[src/rtl/opsel_pkg.sv]
// Package: opsel_pkg
// Purpose: selector encodings shared by the operand register unit and its parts.
// Assumes: 4-bit selectors; general-purpose registers start at SEL_GPR0.
package opsel_pkg;
    localparam int SELW = 4;
    localparam logic [SELW-1:0] SEL_ZERO  = 4'd0;
    localparam logic [SELW-1:0] SEL_ONE   = 4'd1;
    localparam logic [SELW-1:0] SEL_MDATA = 4'd2;
    localparam logic [SELW-1:0] SEL_IMM   = 4'd3;
    localparam logic [SELW-1:0] SEL_MADDR = 4'd4;
    localparam logic [SELW-1:0] SEL_JADDR = 4'd5;
    localparam logic [SELW-1:0] SEL_PC    = 4'd6;
    localparam int              SEL_GPR0  = 7;
endpackage

[src/rtl/opsel_wdecode.sv]
// Module: opsel_wdecode
// Purpose: turns the write enable and write selector into one enable per stored register.
// Assumes: NGPR general-purpose registers mapped from SEL_GPR0 upward. Any selector with no
//          stored register behind it raises no enable.
module opsel_wdecode
    import opsel_pkg::*;
#(
    parameter int NGPR = 8
) (
    input  logic            wr_en,
    input  logic [SELW-1:0] wr_sel,
    output logic            we_maddr,
    output logic            we_jaddr,
    output logic [NGPR-1:0] we_gpr
);
    // Enables for the two special registers.
    always_comb begin
        we_maddr = wr_en && (wr_sel == SEL_MADDR);
        we_jaddr = wr_en && (wr_sel == SEL_JADDR);
    end

    // One enable per general-purpose register.
    for (genvar k = 0; k < NGPR; k++) begin : g_we
        assign we_gpr[k] = wr_en && (wr_sel == SELW'(SEL_GPR0 + k));
    end
endmodule

[src/rtl/opsel_store.sv]
// Module: opsel_store
// Purpose: holds the data-address register, the jump-target register and the
//          general-purpose register bank.
// Assumes: at most one write enable is high per cycle (the decoder guarantees this);
//          synchronous active-low reset clears all state.
module opsel_store #(
    parameter int W    = 16,
    parameter int NGPR = 8
) (
    input  logic                clk,
    input  logic                rst_n,
    input  logic                we_maddr,
    input  logic                we_jaddr,
    input  logic [NGPR-1:0]     we_gpr,
    input  logic [W-1:0]        wr_data,
    output logic [W-1:0]        maddr_q,
    output logic [W-1:0]        jaddr_q,
    output logic [NGPR-1:0][W-1:0] gpr_q
);
    // Data-address register.
    always_ff @(posedge clk) begin
        if (!rst_n)        maddr_q <= '0;
        else if (we_maddr) maddr_q <= wr_data;
    end

    // Jump-target register.
    always_ff @(posedge clk) begin
        if (!rst_n)        jaddr_q <= '0;
        else if (we_jaddr) jaddr_q <= wr_data;
    end

    // General-purpose register bank, one register per generate slot.
    for (genvar k = 0; k < NGPR; k++) begin : g_gpr
        always_ff @(posedge clk) begin
            if (!rst_n)         gpr_q[k] <= '0;
            else if (we_gpr[k]) gpr_q[k] <= wr_data;
        end
    end


    reset_clear_chk: assert property (@(posedge clk)
        !rst_n |=> (maddr_q == '0 && jaddr_q == '0));
endmodule

[src/rtl/opsel_rdmux.sv]
// Module: opsel_rdmux
// Purpose: one combinational read port that maps a selector to a constant, an input wire,
//          a special register or a general-purpose register.
// Assumes: W >= 8 so the immediate fits; unmapped selectors read as zero.
module opsel_rdmux
    import opsel_pkg::*;
#(
    parameter int W    = 16,
    parameter int NGPR = 8
) (
    input  logic [SELW-1:0]        sel,
    input  logic [W-1:0]           mem_rdata,
    input  logic [7:0]             imm,
    input  logic [W-1:0]           pc_next,
    input  logic [W-1:0]           maddr_q,
    input  logic [W-1:0]           jaddr_q,
    input  logic [NGPR-1:0][W-1:0] gpr_q,
    output logic [W-1:0]           rdata
);
    // Fixed sources first, then the register bank; anything else reads zero.
    always_comb begin
        rdata = '0;
        unique case (sel)
            SEL_ZERO:  rdata = '0;
            SEL_ONE:   rdata = W'(1);
            SEL_MDATA: rdata = mem_rdata;
            SEL_IMM:   rdata = W'(imm);
            SEL_MADDR: rdata = maddr_q;
            SEL_JADDR: rdata = jaddr_q;
            SEL_PC:    rdata = pc_next;
            default: begin
                for (int k = 0; k < NGPR; k++) begin
                    if (sel == SELW'(SEL_GPR0 + k)) rdata = gpr_q[k];
                end
            end
        endcase
    end
endmodule

[src/rtl/operand_regfile.sv]
// Module: operand_regfile
// Purpose: operand selection and write-back unit. It has two combinational read ports,
//          one clocked write port, and the data-address and jump-target registers exported.
// Assumes: W >= 8, 1 <= NGPR <= 9 (the bank must fit in the 4-bit selector space);
//          synchronous active-low reset.
module operand_regfile
    import opsel_pkg::*;
#(
    parameter int W    = 16,
    parameter int NGPR = 8
) (
    input  logic         clk,
    input  logic         rst_n,
    input  logic [3:0]   sel_a,
    input  logic [3:0]   sel_b,
    input  logic         wr_en,
    input  logic [3:0]   wr_sel,
    input  logic [W-1:0] wr_data,
    input  logic [W-1:0] mem_rdata,
    input  logic [7:0]   imm,
    input  logic [W-1:0] pc_next,
    output logic [W-1:0] rd_a,
    output logic [W-1:0] rd_b,
    output logic [W-1:0] maddr,
    output logic [W-1:0] jaddr
);
    localparam int NPORTS = 2;

    logic                we_maddr;
    logic                we_jaddr;
    logic [NGPR-1:0]     we_gpr;
    logic [W-1:0]        maddr_q;
    logic [W-1:0]        jaddr_q;
    logic [NGPR-1:0][W-1:0] gpr_q;
    logic [NPORTS-1:0][SELW-1:0] port_sel;
    logic [NPORTS-1:0][W-1:0]    port_data;

    opsel_wdecode #(.NGPR(NGPR)) u_wdecode (
        .wr_en    (wr_en),
        .wr_sel   (wr_sel),
        .we_maddr (we_maddr),
        .we_jaddr (we_jaddr),
        .we_gpr   (we_gpr)
    );

    opsel_store #(.W(W), .NGPR(NGPR)) u_store (
        .clk      (clk),
        .rst_n    (rst_n),
        .we_maddr (we_maddr),
        .we_jaddr (we_jaddr),
        .we_gpr   (we_gpr),
        .wr_data  (wr_data),
        .maddr_q  (maddr_q),
        .jaddr_q  (jaddr_q),
        .gpr_q    (gpr_q)
    );

    // Gather the port selectors so the read ports can be generated.
    always_comb begin
        port_sel[0] = sel_a;
        port_sel[1] = sel_b;
    end

    for (genvar p = 0; p < NPORTS; p++) begin : g_port
        opsel_rdmux #(.W(W), .NGPR(NGPR)) u_rdmux (
            .sel       (port_sel[p]),
            .mem_rdata (mem_rdata),
            .imm       (imm),
            .pc_next   (pc_next),
            .maddr_q   (maddr_q),
            .jaddr_q   (jaddr_q),
            .gpr_q     (gpr_q),
            .rdata     (port_data[p])
        );
    end

    // Drive the outputs.
    always_comb begin
        rd_a  = port_data[0];
        rd_b  = port_data[1];
        maddr = maddr_q;
        jaddr = jaddr_q;
    end


    maddr_write_chk: assert property (@(posedge clk) disable iff (!rst_n)
        (wr_en && wr_sel == SEL_MADDR) |=> (maddr == $past(wr_data)));


    jaddr_write_chk: assert property (@(posedge clk) disable iff (!rst_n)
        (wr_en && wr_sel == SEL_JADDR) |=> (jaddr == $past(wr_data)));


    ignored_write_chk: assert property (@(posedge clk) disable iff (!rst_n)
        (wr_en && (wr_sel <= SEL_IMM || wr_sel == SEL_PC ||
                   wr_sel >= SELW'(SEL_GPR0 + NGPR)))
        |=> ($stable(maddr) && $stable(jaddr)));


    idle_hold_chk: assert property (@(posedge clk) disable iff (!rst_n)
        !wr_en |=> ($stable(maddr) && $stable(jaddr)));


    pc_read_chk: assert property (@(posedge clk) disable iff (!rst_n)
        (sel_b == SEL_PC) |-> (rd_b == pc_next));


    gpr0_roundtrip_chk: assert property (@(posedge clk) disable iff (!rst_n)
        (wr_en && wr_sel == SELW'(SEL_GPR0)) ##1 (sel_a == SELW'(SEL_GPR0))
        |-> (rd_a == $past(wr_data)));
endmodule

[config.mk]
export PLATFORM = sky130hd
export DESIGN_NAME = operand_regfile
export DESIGN_NICKNAME = d
export VERILOG_FILES = /design/src/rtl/opsel_pkg.sv /design/src/rtl/opsel_wdecode.sv /design/src/rtl/opsel_store.sv /design/src/rtl/opsel_rdmux.sv /design/src/rtl/operand_regfile.sv
export SDC_FILE = /design/constraint.sdc
export NUM_CORES = 1
export LEC_CHECK = 0
export ABC_AREA = 1
export BUFFER_PORTS_ARGS = -buffer_cell sky130_fd_sc_hd__buf_2
export CORE_UTILIZATION = 50
export CTS_BUF_LIST = sky130_fd_sc_hd__clkbuf_8
export CTS_CLUSTER_SIZE = 40
export DETAILED_ROUTE_END_ITERATION = 10
export GPL_ROUTABILITY_DRIVEN = 0
export GPL_TIMING_DRIVEN = 0
export PLACE_DENSITY_LB_ADDON = 0.2
export SETUP_SLACK_MARGIN = 0.15
export SLEW_MARGIN = 20
export SYNTH_ARGS = -nofsm -noshare
export SYNTH_HDL_FRONTEND = slang
export SYNTH_SLANG_ARGS = --single-unit
[constraint.sdc]
create_clock -name clk -period 3.5 [get_ports clk]
set_input_delay 0.35 -clock clk [delete_from_list [all_inputs] [get_ports clk]]
set_output_delay 0.35 -clock clk [all_outputs]
set_load 0.005 [all_outputs]
# Yosys cells after proc, flatten, opt, wreduce, memory -nomap -nowiden
# Index checks and enable logic that the tools add are counted.
# op_classes
eq_ne	38
muxes	18
reduce_logical	12
# ops
op	count
16-bit two-way mux	16
16-bit one-hot mux with 7 select lines	2
4-bit == test (second input constant)	21
4-bit by 3-bit == test with 1-bit output (second input constant)	11
4-bit by 2-bit == test with 1-bit output (second input constant)	4
1-bit logical AND	10
4-bit by 1-bit == test with 1-bit output (second input constant)	2
4-bit logical NOT	2
# word_totals
ff_bits	160
input_bits	71
output_inout_bits	64
elab_cells	78

# Logic depth before layout (Yosys ltp)
# Gate-level depths: netlist of the first run.
# logic_depth
ltp_word	10
mapped_depth	10
ltp_nobuf	9

# Hierarchy
# Synthesis of the first run repeated with hierarchy kept, for this count alone.
# unflattened
cells_unflattened	1719
area_unflattened_um2	9620.5
# by_module_without_submodules
module	instances	cells_per_inst	area_each_um2	seq_area_each_um2
opsel_store	1	864	5977.0	3203.1
opsel_rdmux	2	417	1778.0	0.0
opsel_wdecode	1	21	87.6	0.0

# Worst setup path before layout of the first run
# OpenSTA, ideal clock, no wires.
# synth_timing
path_kind	in2out
start	in sel_a[0]
end	out rd_a[12]
arrival_time_ns	1.234
t_required_ns	3.150
setup_slack_ns	1.916
stages	9
path_buffers	0
cell_sequence	inv_1 -> nand2_1 -> nor2_2 -> inv_1 -> nor2_1 -> nor2_1 -> nand4_1 -> nand2_1 -> nand2_1
# synth_between
elab_chain_len	10
word_cells_on_any_way	24
classes_between	14 x eq/ne; 9 x mux; 1 x reduce/logical
# synth_lines
item	line	text
start, declared	operand_regfile.sv:14	input logic [3:0] sel_a,
4-bit by 3-bit == test with 1-bit output	opsel_rdmux.sv:33	if (sel == SELW'(SEL_GPR0 + k)) rdata = gpr_q[k];
16-bit two-way mux (8 in series)	opsel_rdmux.sv:33	
16-bit one-hot mux with 7 select lines (*)	opsel_rdmux.sv:23	unique case (sel)
end, declared	operand_regfile.sv:22	output logic [W-1:0] rd_a,
# Mark *: on every way between the ends. The rest lies on a longest branch, timed or not.

# Final worst setup path of the first run
# layout_timing
start	in sel_a[3]
end	out rd_a[0]
# The elaborated chain is that of the path after synthesis.

==> flow_metrics.tcl, run 1 <==
set metrics [dict create \
    outcome "finished, final reports clean" \
    drv_slew 0 \
    postCtsSetupBuffers 0 \
    cts_tree "built" \
    cp-end-kind "output port" \
    min-delay-path-class "input pin to flip-flop" \
    r2r-start "u_store.gpr_q[87]" \
    die_w_um 136 \
    io_pins 135 \
    p_int_mw 2.78 \
    finalCriticalPeriod_ns 2.50 \
    antenna_found_initial 0 \
    rows 48 \
    ys_ff_latch 160 \
    layout-drive-gt1-share 0.141 \
    path_clk_slew_ns 0.09 \
    share_comb_of_total_power 0.122 \
    synth_compound_area_frac 0.173 \
    yosys.area_share.simple 0.367 \
    synth_area_leaders "dfxtp_1, nor2_1, nand2_1, o21ai_0, inv_1" \
    synthTopCellsByCount "nor2_1, nand2_1, o21ai_0" \
    h-tree-depth 4 \
    sequentialPowerShare 0.484 \
    vias 10700 \
    synth_top_area_frac 0.355 \
    nFillCells 1774 \
    cts_resized 0 \
    min_to "u_store.gpr_q[64]" \
    rsz0062_at_grt "false" \
    fin_cells 1844 \
    synthXorXnorAreaFrac 0 \
    antenna_cells 0 \
    die_h_um 136 \
    synthMuxAreaShare 0 \
    start_util 0.516 \
    reg2regPathDepth 2 \
    postCtsHoldBufs 0 \
    synth.largest_area_cell "dfxtp_1" \
    power_density_nw_per_um2 378 \
    min_from "rst_n" \
    max_slew_margin 0.389 \
    synth_ff_type "dfxtp_1" \
    worst-path-max-fanout 8 \
    cap_violations 0 \
    synth.most_common_cell "nor2_1" \
    wirelength_um 33300 \
    netlist_instances 1471 \
    grt_pass1_wl_um 49800 \
    via_per_inst 5.80 \
    synth_top_family_by_area "simple AND/OR/NAND/NOR gates" \
    dp_hpwl_um 25100 \
    path_class "input pin to output port" \
    syn2layout_area_growth_pct 14.3 \
    critical_path.startpoint_type "input pin" \
    place_inst 1813 \
    vdd_drop_max_v 0.000325 \
    first_iter_violations 1320 \
    synth_fa_ha_area_frac 0 \
    nets 1678 \
    swShare 0.285 \
    grt_max_degree 17 \
    grt_pass1_vias 9317 \
    clkLatencyLatePin_ns 0.49 \
    seqCellArea_um2 3200 \
    grt-ovfl-total 0 \
    finalSetupViolCount 0 \
    r2r_slack_ns 2.78 \
    cts_root_buffer "clkbuf_8" \
    worstPathRequired_ns 3.15 \
    ant_nets 0 \
    drtPass1Iterations 7 \
    min_period_over_period 0.715 \
    clock-sinks 160 \
    tightest_slew_ns 0.913 \
    synthArstFlopShare 0 \
    crit_arrival_ns 2.15 \
    yosysWarningCount 0 \
    synth_cell_type_count 27 \
    min_path_cells 3 \
    design.core.area_um2 17500 \
    p_leak_nw 4.62 \
    track_usage 0.359 \
    pre_cts_slack_ns 1.14 \
    routedWlPerCell_um 18.1 \
    startpoint "sel_a[3]" \
    dieArea_um2 18600 \
    synth.avg_cell_area_um2 6.13 \
    ys_seq_area_frac 0.355 \
    route.detailed.drc 0 \
    r2r-end "u_store.gpr_q[87]" \
    clock_path_buffers 2 \
    synth-edff-count 0 \
    setup_tns_ns 0 \
    synthesis.nets 1542 \
    cts_buffers 17 \
    multi_input_area_um2 4860 \
    clkPwrFrac 0.394 \
    io_buffers 117 \
    syn-cell-area_um2 9020 \
    final.setup_skew_ns 0 \
    worst_slack_ns 0.997 \
    fmax_mhz 400 \
    hold_violations 0 \
    power_switching_mw 1.11 \
]
per-layer routing:
layer | GRT usage | vias up | wire (um)
met4 | 0.178 | 0 | 1380
met5 | 0 | - | 0
met3 | 0.0604 | 132 | 3620
met2 | 0.546 | 712 | 14800
met1 | 0.488 | 4845 | 13600
li1 | - | 5004 | -
through the flow:
step	hold WS (ns)	utilization	power [mW]	instance area, um2
5_1_grt	0.318	0.590	3.99	10300
2_1_floorplan	0.440	-	2.18	9020
3_5_place_dp	0.462	0.566	2.38	9880
3_3_place_gp	0.457	0.566	2.38	9880
4_1_cts	0.268	0.590	3.86	10300
6_report	0.291	0.590	3.89	10300
placed cells by master, fill, tap and decap left out:
cell type / count
nand3_1: 89
nand2_4: 2
nor3_1: 16
buf_4: 6
clkbuf_2: 2
nand2_2: 7
buf_2: 138
nand2_1: 285
clkinvlp_4: 3
nand3b_4: 1
clkinv_4: 1
a21oi_1: 70
clkbuf_1: 31
bufinv_16: 4
buf_1: 17
nor2_1: 308
clkinv_2: 2
nand4_1: 32
inv_2: 9
dfxtp_1: 160
o21ai_1: 2
nor2_2: 9
nand3b_1: 1
o22ai_1: 32
buf_6: 3
nor2_4: 10
nand3_2: 1
clkbuf_8: 18
clkinv_1: 1
or2_2: 13
inv_1: 147
o21ai_0: 199
cell families after synthesis:
family	count (synthesis)
buf+inv	234
compound gates	303
simple gates	774
flops	160
worst max-delay path by stage:
stage               endpoint  depth (start not counted)  slack, ns
floorplan           rd_a[12]                          9       1.92
global placement    rd_a[10]                          9       1.16
detailed placement   rd_a[6]                         11       1.14
CTS                  rd_a[0]                         11       1.10
global route         rd_a[1]                         11       0.93
finish               rd_a[0]                         11        1.0
power by group through the flow:
| stage | sequential (mW) | combinational [mW] | clock, mW |
|---|---|---|---|
| final | 1.88 | 0.476 | 1.53 |
| after global routing | 1.89 | 0.511 | 1.60 |
| after CTS | 1.88 | 0.460 | 1.52 |
| after detailed placement | 1.93 | 0.458 | 0 |
| after global placement | 1.92 | 0.453 | 0 |
| after floorplan | 1.92 | 0.262 | 0 |
worst max-delay path, cell delays in order:
cell and delay [ns]:
buf_2 0.12, inv_1 0.15, nand2_1 0.14, nor2_1 0.71, nand2_1 0.14, nand2_1 0.11
nor2_1 0.05, nand3_1 0.09, nand2_1 0.06, nand4_1 0.10, buf_2 0.13
cell type report:
cell class,count,area share
buffer,80,0.0363
timing repair buffer,117,0.0568
inverter,154,0.0561
sequential,160,0.311
multi-input combinational,1077,0.472
clock buffer,18,0.0240
tap,225,0.0273
clock inverter,13,0.0168
registers in the layout, summed over array words and instances (netlist names):
register	flops
u_store.gpr_q	128
u_store.jaddr_q	16
u_store.maddr_q	16
Note: power is estimated with default switching activity, not from simulation.
==> run 2: changes to the inputs <==
Clock period 3.5 ns to 2.4 ns, I/O delays scaled along.
==> flow_metrics.tcl, run 2 (synthesized netlist as in run 1, its figures left out) <==
set metrics [dict create \
    rsz0062_at_grt "false" \
    dp_hpwl_um 25100 \
    dieArea_um2 18600 \
    max_slew_margin 0.497 \
    worst-path-max-fanout 10 \
    cp-end-kind "output port" \
    finalCriticalPeriod_ns 2.24 \
    drtPass1Iterations 9 \
    syn2layout_area_growth_pct 14.3 \
    cts_root_buffer "clkbuf_8" \
    final.setup_skew_ns 0 \
    cts_buffers 17 \
    drv_slew 0 \
    tightest_slew_ns 0.752 \
    die_w_um 136 \
    hold_violations 0 \
    vias 10600 \
    cts_resized 0 \
    critical_path.startpoint_type "input pin" \
    track_usage 0.359 \
    wirelength_um 33100 \
    layout-drive-gt1-share 0.142 \
    nets 1678 \
    power_density_nw_per_um2 550 \
    pre_cts_slack_ns 0.263 \
    crit_arrival_ns 2.00 \
    start_util 0.516 \
    min_period_over_period 0.932 \
    finalSetupViolCount 0 \
    worstPathRequired_ns 2.16 \
    cts_tree "built" \
    fin_cells 1844 \
    layout_commonest_cell "nor2_1" \
    clock-sinks 160 \
    ant_nets 0 \
    seqCellArea_um2 3200 \
    place_inst 1813 \
    largest_reg_flops 128 \
    endpoint "rd_a[4]" \
    clkLatencyLatePin_ns 0.48 \
    routedWlPerCell_um 18.0 \
    postCtsHoldBufs 0 \
    path_clk_slew_ns 0.09 \
    outcome "finished, final reports clean" \
    layout_common_cells "nor2_1, nand2_1, o21ai_0" \
    startpoint "sel_a[0]" \
    die_h_um 136 \
    cap_violations 0 \
    vdd_drop_max_v 0.000470 \
    grt_pass1_wl_um 49800 \
    grt_max_degree 17 \
    fmax_mhz 447 \
    io_buffers 117 \
    r2r-end "u_store.jaddr_q[6]" \
    finalPower_mw 5.67 \
    via_per_inst 5.75 \
    first_iter_violations 1410 \
    clock_path_buffers 2 \
    grt_pass1_vias 9317 \
    antenna_found_initial 0 \
    design.core.area_um2 17500 \
    multi_input_area_um2 4860 \
    setup_tns_ns 0 \
    top_regs "u_store.gpr_q: 128 flops, u_store.jaddr_q: 16 flops, u_store.maddr_q: 16 flops" \
    r2r_slack_ns 1.69 \
    antenna_cells 0 \
    r2r-start "u_store.jaddr_q[6]" \
    postCtsSetupBuffers 0 \
    nFillCells 1773 \
    grt-ovfl-total 0 \
    min-delay-path-class "input pin to flip-flop" \
    path_class "input pin to output port" \
    io_pins 135 \
    rows 48 \
    reg2regPathDepth 2 \
    h-tree-depth 4 \
    worst_slack_ns 0.163 \
    route.detailed.drc 0 \
    p_leak_nw 4.62 \
    regMostFlops "u_store.gpr_q" \
]
## run 2: cell counts in the layout (fill, tap and decap cells not counted)
Identical to the previous run, type by type.
## run 2: worst max-delay path, stage by stage
cell and delay (ns):
buf_2 0.14, inv_1 0.09, nand2_1 0.13, nor2_1 0.62, inv_2 0.27, nor2_1 0.16, nor3_1 0.09, nand4_1 0.13
buf_2 0.13
## run 2: worst min-delay path by stage
stage / startpoint / cells past startpoint / end
after floorplan: u_store.gpr_q[64] / 2 / u_store.gpr_q[64]
after global placement: u_store.gpr_q[44] / 2 / u_store.gpr_q[44]
after detailed placement: u_store.gpr_q[44] / 2 / u_store.gpr_q[44]
after CTS: rst_n / 3 / u_store.gpr_q[86]
after global routing: rst_n / 3 / u_store.gpr_q[80]
final: rst_n / 3 / u_store.gpr_q[86]
## run 2: through the flow
step	hold WS, ns	instance area, um2	util
6_report	0.175	10300	0.590
5_1_grt	0.208	10300	0.590
4_1_cts	0.158	10300	0.590
3_5_place_dp	0.462	9880	0.566
3_3_place_gp	0.457	9880	0.566
2_1_floorplan	0.440	9020	-
## run 2: final cells by class
type / instances / share of cell area
Tap cell: 225 / 0.0273
Buffer: 80 / 0.0363
Clock buffer: 18 / 0.0240
Timing Repair Buffer: 117 / 0.0568
Clock inverter: 13 / 0.0168
Sequential cell: 160 / 0.311
Inverter: 154 / 0.0561
Multi-Input combinational cell: 1077 / 0.472
## run 2: power breakdown
part           switching [mW]  internal (mW)  leakage, nW
combinational           0.484          0.208         3.11
clock                    1.09           1.14        0.214
sequential             0.0365           2.71         1.29
total                    1.61           4.06         4.62
## run 2: layer usage
layer	global-route usage	wire, um	vias up
li1	-	-	5006
met1	0.488	13700	4813
met2	0.546	14800	664
met3	0.0604	3290	129
met4	0.178	1340	0
met5	0	0	-
